### config.mk
export PLATFORM = sky130hd
export DESIGN_NAME = strobe_adapter
export DESIGN_NICKNAME = d
export VERILOG_FILES = /design/src/rtl/adapter_pkg.sv /design/src/rtl/sa_cs_decode.sv /design/src/rtl/sa_strobe_regs.sv /design/src/rtl/sa_addr_latch.sv /design/src/rtl/strobe_adapter.sv
export SDC_FILE = /design/constraint.sdc
export NUM_CORES = 1
export LEC_CHECK = 0
export ABC_AREA = 0
export BUFFER_PORTS_ARGS = -buffer_cell sky130_fd_sc_hd__buf_4
export CAP_MARGIN = 25
export CORE_AREA = 2 2 39 41
export CTS_BUF_LIST = sky130_fd_sc_hd__clkbuf_4 sky130_fd_sc_hd__clkbuf_8
export DETAILED_ROUTE_END_ITERATION = 16
export DIE_AREA = 0 0 41 43
export SETUP_SLACK_MARGIN = 0.4
export SYNTH_ARGS = -nofsm -noshare
export SYNTH_HDL_FRONTEND = slang
export SYNTH_SLANG_ARGS = --single-unit
### constraint.sdc
create_clock -name clk -period 1.9 [get_ports clk]
set_input_delay 0.095 -clock clk [delete_from_list [all_inputs] [get_ports clk]]
set_output_delay 0.095 -clock clk [all_outputs]
set_load 0.02 [all_outputs]
### src/rtl/adapter_pkg.sv
package adapter_pkg;
   typedef enum logic {
      MODE_MIN = 1'b0,
      MODE_MAX = 1'b1
   } bus_mode_e;
endpackage

### src/rtl/sa_cs_decode.sv
module sa_cs_decode #(
   parameter adapter_pkg::bus_mode_e MODE = adapter_pkg::MODE_MIN,
   parameter int unsigned BUS_W     = 16,
   parameter logic [BUS_W-1:0] DEC_MASK  = 16'hFF00,
   parameter logic [BUS_W-1:0] DEC_MATCH = 16'hFC00
) (
   input  logic [BUS_W-1:0] ad_bus,
   input  logic             mio_n,
   output logic             hit
);
   logic addr_ok;
   logic cycle_ok;

   assign addr_ok  = ((ad_bus ^ DEC_MATCH) & DEC_MASK) == '0;
   // only I/O cycles may select the peripheral when the qualifier is in use
   assign cycle_ok = (MODE == adapter_pkg::MODE_MIN) ? ~mio_n : 1'b1;
   assign hit      = addr_ok & cycle_ok;
endmodule

### src/rtl/sa_strobe_regs.sv
module sa_strobe_regs #(
   parameter adapter_pkg::bus_mode_e MODE = adapter_pkg::MODE_MIN
) (
   input  logic clk,
   input  logic rst_n,
   input  logic ale,
   input  logic rd_n,
   input  logic wr_n,
   input  logic iorc_n,
   input  logic aiowc_n,
   input  logic dtr,
   output logic as_n,
   output logic ds_n,
   output logic rw,
   output logic capture
);
   logic ds_src;

   assign ds_src = (MODE == adapter_pkg::MODE_MIN) ? (rd_n & wr_n)
                                                   : (iorc_n & aiowc_n);

   always_ff @(posedge clk) begin
      if (!rst_n) begin
         as_n <= 1'b1;
         ds_n <= 1'b1;
         rw   <= 1'b1;
      end else begin
         as_n <= ~ale;
         ds_n <= ds_src;
         rw   <= dtr;
      end
   end

   // as_n is about to rise: the latch enable was high last cycle, low now
   assign capture = ~as_n & ~ale;


   as_low_chk: assert property (@(posedge clk) disable iff (!rst_n)
      ale |=> !as_n);

   as_high_chk: assert property (@(posedge clk) disable iff (!rst_n)
      !ale |=> as_n);

   rw_track_chk: assert property (@(posedge clk) disable iff (!rst_n)
      dtr |=> rw);

   if (MODE == adapter_pkg::MODE_MIN) begin : g_min_chk

      ds_min_chk: assert property (@(posedge clk) disable iff (!rst_n)
         (!rd_n || !wr_n) |=> !ds_n);
   end else begin : g_max_chk

      ds_max_chk: assert property (@(posedge clk) disable iff (!rst_n)
         (!iorc_n || !aiowc_n) |=> !ds_n);
   end
endmodule

### src/rtl/sa_addr_latch.sv
module sa_addr_latch #(
   parameter int unsigned RSEL_W = 2
) (
   input  logic              clk,
   input  logic              rst_n,
   input  logic              capture,
   input  logic              hit,
   input  logic [RSEL_W-1:0] rsel_in,
   output logic              cs_n,
   output logic [RSEL_W-1:0] rsel
);
   for (genvar b = 0; b < RSEL_W; b++) begin : g_bit
      always_ff @(posedge clk) begin
         if (!rst_n)       rsel[b] <= 1'b1;
         else if (capture) rsel[b] <= rsel_in[b];
      end
   end

   always_ff @(posedge clk) begin
      if (!rst_n)       cs_n <= 1'b1;
      else if (capture) cs_n <= ~hit;
   end


   rsel_load_chk: assert property (@(posedge clk) disable iff (!rst_n)
      capture |=> rsel == $past(rsel_in));

   cs_load_chk: assert property (@(posedge clk) disable iff (!rst_n)
      capture |=> cs_n == !$past(hit));

   hold_chk: assert property (@(posedge clk) disable iff (!rst_n)
      !capture |=> ($stable(rsel) && $stable(cs_n)));
endmodule

### src/rtl/strobe_adapter.sv
module strobe_adapter #(
   parameter adapter_pkg::bus_mode_e MODE = adapter_pkg::MODE_MIN,
   parameter int unsigned BUS_W    = 16,
   parameter int unsigned RSEL_W   = 2,
   parameter int unsigned RSEL_LSB = 1,
   parameter logic [BUS_W-1:0] DEC_MASK  = 16'hFF00,
   parameter logic [BUS_W-1:0] DEC_MATCH = 16'hFC00
) (
   input  logic              clk,
   input  logic              rst_n,
   input  logic              ale,
   input  logic [BUS_W-1:0]  ad_bus,
   input  logic              mio_n,
   input  logic              rd_n,
   input  logic              wr_n,
   input  logic              iorc_n,
   input  logic              aiowc_n,
   input  logic              dtr,
   output logic              as_n,
   output logic              ds_n,
   output logic              rw,
   output logic              cs_n,
   output logic [RSEL_W-1:0] rsel,
   output logic              ctl_key
);
   localparam int unsigned RSEL_MSB = RSEL_LSB + RSEL_W - 1;

   if (RSEL_W < 1 || RSEL_MSB >= BUS_W) begin : g_bad_rsel
      $error("register-select field does not fit the bus");
   end

   logic capture;
   logic hit;

   sa_strobe_regs #(.MODE(MODE)) u_strobes (
      .clk     (clk),
      .rst_n   (rst_n),
      .ale     (ale),
      .rd_n    (rd_n),
      .wr_n    (wr_n),
      .iorc_n  (iorc_n),
      .aiowc_n (aiowc_n),
      .dtr     (dtr),
      .as_n    (as_n),
      .ds_n    (ds_n),
      .rw      (rw),
      .capture (capture)
   );

   sa_cs_decode #(
      .MODE      (MODE),
      .BUS_W     (BUS_W),
      .DEC_MASK  (DEC_MASK),
      .DEC_MATCH (DEC_MATCH)
   ) u_decode (
      .ad_bus (ad_bus),
      .mio_n  (mio_n),
      .hit    (hit)
   );

   sa_addr_latch #(.RSEL_W(RSEL_W)) u_latch (
      .clk     (clk),
      .rst_n   (rst_n),
      .capture (capture),
      .hit     (hit),
      .rsel_in (ad_bus[RSEL_MSB:RSEL_LSB]),
      .cs_n    (cs_n),
      .rsel    (rsel)
   );

   // multiplexed control mode is permanently selected
   assign ctl_key = 1'b0;
endmodule

# == Word level (Yosys, flattened, before mapping) ==
# Index checks and enable logic that the tools add are counted.
# Widths: inputs -> output; s select.
# word_totals
regBits,6
in_bits,25
output_inout_bits,7
word_cells,15
# op_classes
bitwise_logic,8
n_reduce_logical,1
# ops
op,count
$logic_not 16->1,1
$not 6->6,1
$not 1->1,4
$and 1x1->1,3

# == Longest topological paths before layout ==
# logic_depth
depth_word,4
mapped_depth,3
ltp_nobuf,3

# == Hierarchy ==
# Synthesis repeated with hierarchy kept, for this count alone.
# unflattened
hier_cells,23
area_unflattened_um2,235.2
# by_module_without_submodules
module,instances,cells_each,area_per_inst_um2,seq_area_each_um2
sa_addr_latch,1,10,108.9,60.1
sa_strobe_regs,1,7,83.8,60.1
sa_cs_decode,1,4,31.3,0.0
strobe_adapter,1,2,11.3,0.0

# == Worst setup path before layout ==
# No wires, ideal clock.
# synth_path
path_type,reg-to-reg
startpoint,register u_strobes.as_n
endpoint,register u_latch.cs_n
setup_time_ns,0.126
arrival_ns,0.771
t_required_ns,1.774
setup_slack_ns,1.003
path_stages_with_launch,4
path_buffers,0
period_less_slack_ns,0.897
cell_sequence,dfxtp_1 -> nor2_1 -> nor3b_1 -> a21oi_1
# synth_via
elab_chain_cells,2
# synth_lines
element,line,rtl
"start, declared",sa_strobe_regs.sv:12,"output logic as_n,"
"start signal, assigned",sa_strobe_regs.sv:28,as_n <= ~ale;
$not 1->1,sa_strobe_regs.sv:35,assign capture = ~as_n & ~ale;
$and 1x1->1,sa_strobe_regs.sv:35,
"end signal, assigned",sa_addr_latch.sv:21,else if (capture) cs_n <= ~hit;
"end, declared",sa_addr_latch.sv:9,"output logic cs_n,"
# No other way between the ends.
# A chain may end at the register's enable or synchronous reset.

# == Worst setup path after layout ==
# layout_path
startpoint,register u_strobes.as_n
endpoint,output as_n
# layout_rtl
element,line,rtl
"end, declared",strobe_adapter.sv:19,"output logic as_n,"
# No word-level cell between the ends.

==> flow_metrics.env <==
export IMPL_status="complete, no violations"
export IMPL_synth_simple_area_share=0.3390
export IMPL_io_buffers=22
export IMPL_wire_per_inst_microns=8.266
export IMPL_synth_compound_area_frac=0.06780
export IMPL_finalHoldViolations=0
export IMPL_cts_post_setup_buffers_inserted=0
export IMPL_cts_resized=0
export IMPL_critical_path_class="flop to primary output"
export IMPL_final_cell_mix="buf_4 (22), dfxtp_1 (6), nand2_1 (5)"
export IMPL_min_period_ns=0.8382
export IMPL_area_growth_pct=90.40
export IMPL_drive_gt1_frac=0.5417
export IMPL_crit_arrival_ns=0.74
export IMPL_finalMaxSlewViolations=0
export IMPL_crit_path_start_kind="flop"
export IMPL_tns_ns=0
export IMPL_ys_ff_latch=6
export IMPL_io_pins=32
export IMPL_r2r_end="u_latch.cs_n"
export IMPL_synth_warnings=0
export IMPL_synth_area_leaders="dfxtp_1 (54%), nand2_1 (8.5%), nor4_2 (5.6%)"
export IMPL_ys_types=13
export IMPL_nets=75
export IMPL_die_width_microns=41
export IMPL_final_common_cell="buf_4"
export IMPL_gr_total_overflow=0
export IMPL_grt_first_pass_wirelength_microns=807
export IMPL_vias=241
export IMPL_hold_path_class="input port to flop"
export IMPL_die_h_microns=43
export IMPL_cp_max_fo=4
export IMPL_setup_viol=0
export IMPL_core_area_sq_um=1384
export IMPL_num_fill_cells=151
export IMPL_place_gp_congestion=0.6258
export IMPL_syn_nets=49
export IMPL_worstSetupStartpoint="u_strobes.as_n"
export IMPL_n_antenna_cell=0
export IMPL_worst_path_stages=1
export IMPL_synth_adder_area_share=0
export IMPL_grt_pass1_vias=226
export IMPL_rows=14
export IMPL_rsz0062_at_grt="false"
export IMPL_yosysTopAreaCell="dfxtp_1"
export IMPL_dr_max_layer_used="met3"
export IMPL_holdWs_ns=0.03567
export IMPL_worstSkewPairLatency_ns=0.24
export IMPL_reg2regPathDepth=3
export IMPL_synth_mux_area_frac=0
export IMPL_grt_util_all_layers=0.07631
export IMPL_wl_met1_microns=191
export IMPL_ys_seq_area_frac=0.5424
export IMPL_reg2reg_from="u_strobes.as_n"
export IMPL_ctsLongestPathBuffers=2
export IMPL_drtIter0Drc=3
export IMPL_wl_met3_microns=84
export IMPL_cp_num_buf_inv=1
export IMPL_ant_nets=0
export IMPL_rrSetupSlack_ns=1.09
export IMPL_grt_max_degree=8
export IMPL_die_area_sq_um=1763
export IMPL_max_stage_delay_ns=0.35
export IMPL_finClkSkew_ns=0.001248
export IMPL_fmax_ghz=1.193
export IMPL_firstDrtPassIters=2
export IMPL_synth_top_family_by_area="simple AND/OR/NAND/NOR gates"
export IMPL_cp_end_kind="primary output"
export IMPL_wl_met2_microns=253
export IMPL_cts_buffers=3
export IMPL_cap_violations=0
export IMPL_required_ns=1.80
export IMPL_clock_sinks=6
export IMPL_tritoncts="yes"
export IMPL_cpMaxStageDelayCell="dfxtp_1"
export IMPL_via_per_inst=3.766
export IMPL_worstPathCellList="buf_4"
export IMPL_synth_top_area_share=0.5424
export IMPL_routed_wl_microns=529
export IMPL_start_util=0.1600
export IMPL_crit_path_end="as_n"
export IMPL_peakVddDrop_v=0.0002037
export IMPL_cts_htree_levels=1
export IMPL_crit_family="flip-flops"
export IMPL_holdBufCountCts=0
export IMPL_p_leak_nw=0.1928
export IMPL_drc_errors=0
export IMPL_path_clk_slew_ns=0.04
export IMPL_clockRootBuffer="clkbuf_4"
export IMPL_antenna_found_initial=0
export IMPL_period_share=0.4412
export IMPL_syn_avg_cell_area_sq_um=9.228
export IMPL_p_per_area_nw_per_um2=714.0
export IMPL_syn_inst=24
export IMPL_syn_area_sq_um=221.5
export IMPL_synth_xor_area_share=0
==> worst min-delay path by stage <==
stage / start / end / slack, ns / cells after the start
floorplan: ale / u_strobes.as_n / 0.16 / 1
global placement: dtr / u_strobes.rw / 0.28 / 2
detailed placement: dtr / u_strobes.rw / 0.28 / 2
CTS: dtr / u_strobes.rw / 0.03 / 2
global route: dtr / u_strobes.rw / 0.02 / 2
finish: dtr / u_strobes.rw / 0.04 / 2
==> layer usage <==
layer  vias up  track usage
met5         -            0
met4         0      0.08000
met3         0      0.04712
met2        18      0.09688
met1        94      0.07717
li1        129            -
==> cells by family after synthesis <==
| kind of cell | after synthesis |
|---|---|
| other cells | 1 |
| flops | 6 |
| compound gates | 3 |
| buf+inv | 1 |
| simple gates | 13 |
==> sequential cells by signal, summed over array words and instances (netlist names) <==
register and flops:
u_strobes.ds_n 1, u_strobes.rw 1, u_strobes.as_n 1, u_latch.rsel 2, u_latch.cs_n 1
==> through the flow <==
stage          utilization  power, mW  worst slack [ns]  instances  instance area, sq um
2_1_floorplan            -     0.1549             1.003         24                 221.5
3_3_place_gp        0.2884     0.1901             1.117         61                 399.1
3_5_place_dp        0.2884     0.1909             1.099         61                 399.1
4_1_cts             0.3047     0.3090             1.049         64                 421.7
5_1_grt             0.3047     0.3220            0.9605         64                 421.7
6_report            0.3047     0.3011             1.062         64                 421.7
==> where the power goes <==
group	switching (mW)	internal, mW
Sequential	0.00241	0.132
Clock	0.0421	0.0712
Combinational	0.0213	0.0317
==> area by class of cell <==
cell class	instances	area, sq um	area share
clock buffers	3	22.52	0.05341
multi-input cells	17	93.84	0.2226
flip-flops and latches	6	120.1	0.2849
well taps	16	20.02	0.04748
repair buffers	22	165.2	0.3917
==> synthesized netlist by cell type <==
cell type / number
nor3b_1: 1
nor2_1: 1
dfxtp_1: 6
buf_4: 1
nand4b_1: 1
nor4_2: 1
conb_1: 1
or2b_1: 1
a21oi_1: 1
o21ai_0: 2
nand2_1: 5
nand3_1: 2
nand4_1: 1
Power figures use the tool's default switching activity.
